File: config.mk
export PLATFORM = sky130hd
export DESIGN_NAME = gap_uart_tx
export DESIGN_NICKNAME = d
export VERILOG_FILES = /design/src/rtl/gap_uart_pkg.sv /design/src/rtl/gap_uart_regs.sv /design/src/rtl/gap_uart_frame.sv /design/src/rtl/gap_uart_tx.sv
export SDC_FILE = /design/constraint.sdc
export NUM_CORES = 1
export LEC_CHECK = 0
export ABC_CLOCK_PERIOD_IN_PS = 2600
export CORE_UTILIZATION = 48
export DETAILED_ROUTE_END_ITERATION = 16
export PLACE_DENSITY = 0.76
export RECOVER_POWER = 25
export SETUP_SLACK_MARGIN = 0.4
export SLEW_MARGIN = 20
export SYNTH_ARGS = -nofsm -noshare
export SYNTH_HDL_FRONTEND = slang
export SYNTH_SLANG_ARGS = --single-unit
export TNS_END_PERCENT = 100
File: constraint.sdc
create_clock -name clk -period 2.6 [get_ports clk]
set_clock_uncertainty 0.2 [all_clocks]
set_input_delay 0.65 -clock clk [delete_from_list [all_inputs] [get_ports clk]]
set_output_delay 0.65 -clock clk [all_outputs]
set_load 0.01 [all_outputs]
File: src/rtl/gap_uart_pkg.sv
package gap_uart_pkg;
    localparam int REG_W = 16;
    localparam int BYTE_W = 8;

    localparam logic [1:0] A_CTRL = 2'd0;
    localparam logic [1:0] A_DATA = 2'd1;
    localparam logic [1:0] A_GAP  = 2'd2;

    localparam int C_TXRDY   = 0;
    localparam int C_RXRDY   = 1;
    localparam int C_ONESTOP = 2;
    localparam int C_BLOCK   = 3;
    localparam int C_OVR     = 4;

    typedef enum logic [2:0] {
        PH_IDLE,
        PH_ARM,
        PH_START,
        PH_DATA,
        PH_STOP
    } phase_e;
endpackage

File: src/rtl/gap_uart_regs.sv
module gap_uart_regs
    import gap_uart_pkg::*;
#(
    parameter int GAP_W = 8,
    parameter int GAP_RST = 9,
    parameter int GAP_BIAS = 7,
    localparam int CW = GAP_W + 1
) (
    input  logic              clk,
    input  logic              rst_n,
    input  logic              wr_en,
    input  logic              rd_en,
    input  logic [1:0]        addr,
    input  logic [REG_W-1:0]  wdata,
    input  logic              rx_valid,
    input  logic [BYTE_W-1:0] rx_byte,
    input  logic              busy,
    output logic              load_req,
    output logic [CW-1:0]     stop_len,
    output logic [REG_W-1:0]  rdata
);
    typedef struct packed {
        logic [GAP_W-1:0]  gap;
        logic              one_stop;
        logic              block;
        logic              ovr;
        logic [BYTE_W-1:0] rxb;
        logic              rx_rdy;
    } regs_t;

    regs_t r_d, r_q;

    assign load_req = wr_en && (addr == A_DATA);

    always_comb begin
        r_d = r_q;
        if (wr_en && addr == A_GAP)
            r_d.gap = wdata[GAP_W-1:0];
        if (wr_en && addr == A_CTRL) begin
            r_d.one_stop = wdata[C_ONESTOP];
            r_d.block    = wdata[C_BLOCK];
            if (wdata[C_OVR])
                r_d.ovr = 1'b0;
        end
        if (load_req && busy)
            r_d.ovr = 1'b1;
        if (rx_valid) begin
            r_d.rxb    = rx_byte;
            r_d.rx_rdy = 1'b1;
        end else if (rd_en && addr == A_DATA) begin
            r_d.rx_rdy = 1'b0;
        end
    end

    always_ff @(posedge clk or negedge rst_n) begin
        if (!rst_n) begin
            r_q.gap      <= GAP_W'(GAP_RST);
            r_q.one_stop <= 1'b0;
            r_q.block    <= 1'b0;
            r_q.ovr      <= 1'b0;
            r_q.rxb      <= '0;
            r_q.rx_rdy   <= 1'b0;
        end else begin
            r_q <= r_d;
        end
    end

    always_comb begin
        if (r_q.block) begin
            if (r_q.gap <= GAP_W'(GAP_BIAS))
                stop_len = CW'(1);
            else
                stop_len = CW'(r_q.gap) - CW'(GAP_BIAS);
        end else begin
            stop_len = r_q.one_stop ? CW'(1) : CW'(2);
        end
    end

    always_comb begin
        rdata = '0;
        case (addr)
            A_CTRL: begin
                rdata[C_TXRDY]   = !busy;
                rdata[C_RXRDY]   = r_q.rx_rdy;
                rdata[C_ONESTOP] = r_q.one_stop;
                rdata[C_BLOCK]   = r_q.block;
                rdata[C_OVR]     = r_q.ovr;
            end
            A_DATA:  rdata[BYTE_W-1:0] = r_q.rxb;
            A_GAP:   rdata[GAP_W-1:0]  = r_q.gap;
            default: rdata = '0;
        endcase
    end


    ovr_set_chk: assert property (@(posedge clk) disable iff (!rst_n)
        (load_req && busy) |=> r_q.ovr);


    rx_latch_chk: assert property (@(posedge clk) disable iff (!rst_n)
        rx_valid |=> (r_q.rx_rdy && r_q.rxb == $past(rx_byte)));
endmodule

File: src/rtl/gap_uart_frame.sv
module gap_uart_frame
    import gap_uart_pkg::*;
#(
    parameter int CW = 9,
    localparam int IW = $clog2(BYTE_W)
) (
    input  logic              clk,
    input  logic              rst_n,
    input  logic              bit_tick,
    input  logic              load_req,
    input  logic [BYTE_W-1:0] load_byte,
    input  logic [CW-1:0]     stop_len,
    output logic              busy,
    output logic              tx_line
);
    typedef struct packed {
        phase_e            ph;
        logic [BYTE_W-1:0] byte_v;
        logic [IW-1:0]     idx;
        logic [CW-1:0]     len;
        logic [CW-1:0]     cnt;
    } eng_t;

    eng_t e_d, e_q;

    always_comb begin
        e_d = e_q;
        case (e_q.ph)
            PH_IDLE: if (load_req) begin
                e_d.ph     = PH_ARM;
                e_d.byte_v = load_byte;
                e_d.len    = stop_len;
            end
            PH_ARM: if (bit_tick)
                e_d.ph = PH_START;
            PH_START: if (bit_tick) begin
                e_d.ph  = PH_DATA;
                e_d.idx = '0;
            end
            PH_DATA: if (bit_tick) begin
                if (e_q.idx == IW'(BYTE_W - 1)) begin
                    e_d.ph  = PH_STOP;
                    e_d.cnt = e_q.len - CW'(1);
                end else begin
                    e_d.idx = e_q.idx + IW'(1);
                end
            end
            PH_STOP: if (bit_tick) begin
                if (e_q.cnt == '0)
                    e_d.ph = PH_IDLE;
                else
                    e_d.cnt = e_q.cnt - CW'(1);
            end
            default: e_d.ph = PH_IDLE;
        endcase
    end

    always_ff @(posedge clk or negedge rst_n) begin
        if (!rst_n) begin
            e_q.ph     <= PH_IDLE;
            e_q.byte_v <= '0;
            e_q.idx    <= '0;
            e_q.len    <= CW'(1);
            e_q.cnt    <= '0;
        end else begin
            e_q <= e_d;
        end
    end

    assign busy = (e_q.ph != PH_IDLE);

    always_comb begin
        case (e_q.ph)
            PH_START: tx_line = 1'b0;
            PH_DATA:  tx_line = e_q.byte_v[e_q.idx];
            default:  tx_line = 1'b1;
        endcase
    end


    inflight_byte_chk: assert property (@(posedge clk) disable iff (!rst_n)
        (load_req && busy) |=> $stable(e_q.byte_v));


    ready_on_tick_chk: assert property (@(posedge clk) disable iff (!rst_n)
        $fell(busy) |-> $past(bit_tick));


    accept_busy_chk: assert property (@(posedge clk) disable iff (!rst_n)
        (load_req && !busy) |=> busy);


    gap_count_chk: assert property (@(posedge clk) disable iff (!rst_n)
        (e_q.ph == PH_STOP) |-> (e_q.len != '0 && e_q.cnt < e_q.len));
endmodule

File: src/rtl/gap_uart_tx.sv
module gap_uart_tx
    import gap_uart_pkg::*;
#(
    parameter int GAP_W = 8,
    parameter int GAP_RST = 9,
    localparam int CW = GAP_W + 1
) (
    input  logic        clk,
    input  logic        rst_n,
    input  logic        bit_tick,
    input  logic        wr_en,
    input  logic        rd_en,
    input  logic [1:0]  addr,
    input  logic [15:0] wdata,
    output logic [15:0] rdata,
    input  logic        rx_valid,
    input  logic [7:0]  rx_byte,
    output logic        tx_line
);
    logic          busy;
    logic          load_req;
    logic [CW-1:0] stop_len;

    gap_uart_regs #(
        .GAP_W   (GAP_W),
        .GAP_RST (GAP_RST),
        .GAP_BIAS(7)
    ) u_regs (
        .clk     (clk),
        .rst_n   (rst_n),
        .wr_en   (wr_en),
        .rd_en   (rd_en),
        .addr    (addr),
        .wdata   (wdata),
        .rx_valid(rx_valid),
        .rx_byte (rx_byte),
        .busy    (busy),
        .load_req(load_req),
        .stop_len(stop_len),
        .rdata   (rdata)
    );

    gap_uart_frame #(
        .CW(CW)
    ) u_frame (
        .clk      (clk),
        .rst_n    (rst_n),
        .bit_tick (bit_tick),
        .load_req (load_req),
        .load_byte(wdata[BYTE_W-1:0]),
        .stop_len (stop_len),
        .busy     (busy),
        .tx_line  (tx_line)
    );


    idle_high_chk: assert property (@(posedge clk) disable iff (!rst_n)
        !busy |-> tx_line);
endmodule

==> impl_metrics.tcl <==
set metrics [dict create \
    nets 399 \
    largest_net_degree_at_the_start_of_global_routing 53 \
    cts.root.buffer_cell "sky130_fd_sc_hd__clkbuf_8" \
    tritoncts "yes" \
    cts_made_buffers 5 \
    area_grow_syn2layout_pct 33.4 \
    place_hpwl_um 4680 \
    initial_utilization 0.499 \
    die_area_um2 6510 \
    vdd_drop_max_mv 0.496 \
    async_reset_ff_frac 1.00 \
    number_of_distinct_library_cell_variants_in_the_gate_level_netlist_after_synthesis 51 \
    route.detailed.drc 0 \
    final-setup-viol-count 0 \
    reg2regPathDepth 9 \
    yosys.area.top_type_share 0.413 \
    num_antenna_cells 0 \
    share_clk_of_total_power 0.151 \
    layout_commonest_cell "sky130_fd_sc_hd__dfrtp_1" \
    finish.utilization 0.666 \
    slew-limit-headroom 0.168 \
    synthesis.yosys.warnings 0 \
    run_status "finished, final reports clean" \
    p_int_mw 2.01 \
    timing.critical_path.slowest_cell_delay_ns 0.17 \
    power_leakage_nw 1.66 \
    cpMaxStageDelayCell "sky130_fd_sc_hd__ha_4" \
    skew_pair_late_insertion_delay_ns 0.31 \
    post_route_cells_drive_above_1_share 0.378 \
    grt_pass1_vias 2386 \
    detail_route.first_pass.iterations 4 \
    period_needed_ns 2.55 \
    peak_clock_frequency_supported_by_timing_ghz 0.392 \
    synthCells 291 \
    mappedNetlistArea_um2 2970 \
    final_max_slew_viol_count 0 \
    postSynth.topFlopCell "sky130_fd_sc_hd__dfrtp_1" \
    antenna_violating_nets_post_route 0 \
    synth-seq-area-share 0.439 \
    rsz0062_at_grt "yes" \
    numClockSinks 52 \
    timing.hold.worst.class "flop to flop" \
    yosys_register_bits 52 \
    timing.final.ws_setup_ns 0.0465 \
    p_seq_frac 0.431 \
    worstPathMaxFanout 6 \
    timing.critical_path.to_type "output pin" \
    via_count 2491 \
    grt_antenna_before_repair 0 \
    post_place_setup_slack_ns -0.701 \
    drt_iter0_markers 180 \
    layout.cells.most_common_list "47 x sky130_fd_sc_hd__dfrtp_1, 30 x sky130_fd_sc_hd__nand2_1, 28 x sky130_fd_sc_hd__mux2_2" \
    critPathLaunchType "primary input" \
    worstSetupPathType "primary input to output pin" \
    critical_path.reg2reg.endpoint "u_frame.e_q[4]" \
    worst-r2r-setup-slack_ns 0.21 \
    switching_power_of_the_nets_mw 1.26 \
    grt_pass1_wl_um 11300 \
    worst_path_cell_chain "buf_6, buf_8, buf_12, ha_4, buf_6, buf_4, a22oi_2, nor2b_1, buf_2" \
    reg2reg_from "u_frame.e_q[30]" \
    synth_enable_flop_cells 0 \
    yosysTopAreaCell "sky130_fd_sc_hd__dfrtp_1" \
    die_y_um 80.7 \
    syn-mean-instance-area_um2 10.2 \
    finalHoldViolations 0 \
    wirelength_um 7110 \
    vias_per_cell 5.73 \
    final.period_utilization 0.982 \
    die_w_um 80.7 \
    cts-root-to-sink-buffers 2 \
    comb_power_share 0.417 \
    max_slew.worst_pin.slew_ns 1.25 \
    post_drt_wl_per_cell_um 16.3 \
    synth_area_leaders "sky130_fd_sc_hd__dfrtp_1 41%, sky130_fd_sc_hd__mux2_2 11%, sky130_fd_sc_hd__nand2_1 3.9%" \
    place.port_buffers 32 \
    hold_buffers 0 \
    max-cap-violations 0 \
    global_route.overflow_total 0 \
    floorplan.rows 28 \
    finalWeightedCongestion 0.814 \
    cp-endpoint "rdata[5]" \
    path_common_cell "sky130_fd_sc_hd__buf_6" \
    worst_setup_path_startpoint "addr[1]" \
    pwr_density_cell_nw_per_um2 827 \
    sw_frac_of_total 0.386 \
    cp.required_ns 1.75 \
    io_pins 49 \
    worst_setup_hold_path_clk_slew_ns 0.10 \
    grtUsageTotal 0.231 \
    fp.coreArea_um2 5960 \
    worstPathArrival_ns 1.70 \
    htreeDepth 2 \
]
area by class of cell:
type                       count  area [um2]
clock buffer                   5        68.8
fill                         458        1990
sequential                    52        1310
multi-input combinational    217        1730
tap                           75        93.8
clock inverter                 3        27.5
inverter                       6        37.5
timing repair buffer          77         694
metal layers:
metal / GRT usage / part of all wire / up-vias
met5: 0 / 0 / -
li1: - / - / 1202
met1: 0.289 / 0.43 / 1206
met2: 0.405 / 0.52 / 75
met4: 0.0571 / 0.013 / 0
met3: 0.0477 / 0.043 / 8
cells in the mapped netlist (8+ instances only):
master and number:
sky130_fd_sc_hd__a21oi_1 17, sky130_fd_sc_hd__buf_4 9, sky130_fd_sc_hd__clkbuf_1 9, sky130_fd_sc_hd__dfrtp_1 49, sky130_fd_sc_hd__ha_1 8, sky130_fd_sc_hd__mux2_2 29, sky130_fd_sc_hd__nand2_1 31, sky130_fd_sc_hd__nor2_1 16
sky130_fd_sc_hd__nor3_1 10, sky130_fd_sc_hd__o21ai_0 14
timing repair:
| action | in CTS | in global routing |
|---|---|---|
| cloned | 0 | 0 |
| pin swaps | 14 | 13 |
| setup endpoints to repair | 33 | 27 |
| buffers inserted | 15 | 7 |
| gates resized for setup | 66 | 39 |
flip-flops by register name, indices dropped and copies added (netlist names):
| name | flops |
|---|---|
| u_frame.e_q | 32 |
| u_regs.r_q | 20 |
worst min-delay path by stage:
stage	start	endpoint	slack, ns	depth (start not counted)
after global routing	u_frame.e_q[27]	u_frame.e_q[27]	0.33	1
final	u_frame.e_q[22]	u_frame.e_q[22]	0.31	1
after global placement	u_regs.r_q[0]	u_regs.r_q[0]	0.27	1
after CTS	rst_n	u_frame.e_q[7]	0.11	2
after floorplan	rst_n	u_frame.e_q[0]	0.15	0
after detailed placement	u_regs.r_q[0]	u_regs.r_q[0]	0.28	1
logic make-up (layout without fill, tap and decap cells):
logic type | after synthesis | in the layout | share of synthesized area
AOI/OAI and AO/OA | 71 | 71 | 0.162
xor gates and xnor gates | 7 | 7 | 0.0206
adders and majority gates | 8 | 8 | 0.0337
buffers and inverters | 29 | 91 | 0.0564
DFF | 52 | 52 | 0.439
muxes | 35 | 35 | 0.139
other | 1 | 8 | 0.00126
and+or+nand+nor | 88 | 88 | 0.148
per-stage QoR:
step	instances	instance area (um2)	power (mW)	hold slack (ns)	TNS, ns
2_1_floorplan	298	3080	2.16	0.154	0
3_3_place_gp	405	3500	2.47	0.270	-4.93
3_5_place_dp	405	3500	2.52	0.277	-5.04
4_1_cts	428	3740	3.05	0.114	0
5_1_grt	435	3960	3.50	0.328	-0.0550
6_report	435	3960	3.28	0.311	0
worst max-delay path, delay by kind of cell:
family | cells | cell delay, ns
buf+inv | 6 | 0.70
fa+ha+maj | 1 | 0.17
simple gates | 1 | 0.06
compound gates | 1 | 0.11
power by group through the flow:
stage                     registers [mW]  logic [mW]  clock network [mW]
after floorplan                     1.28       0.879                   0
after global placement              1.36        1.10                   0
after detailed placement            1.38        1.14                   0
after CTS                           1.37        1.18               0.499
after global routing                1.45        1.50               0.541
final                               1.41        1.37               0.496
(Power assumes the default switching activity.)
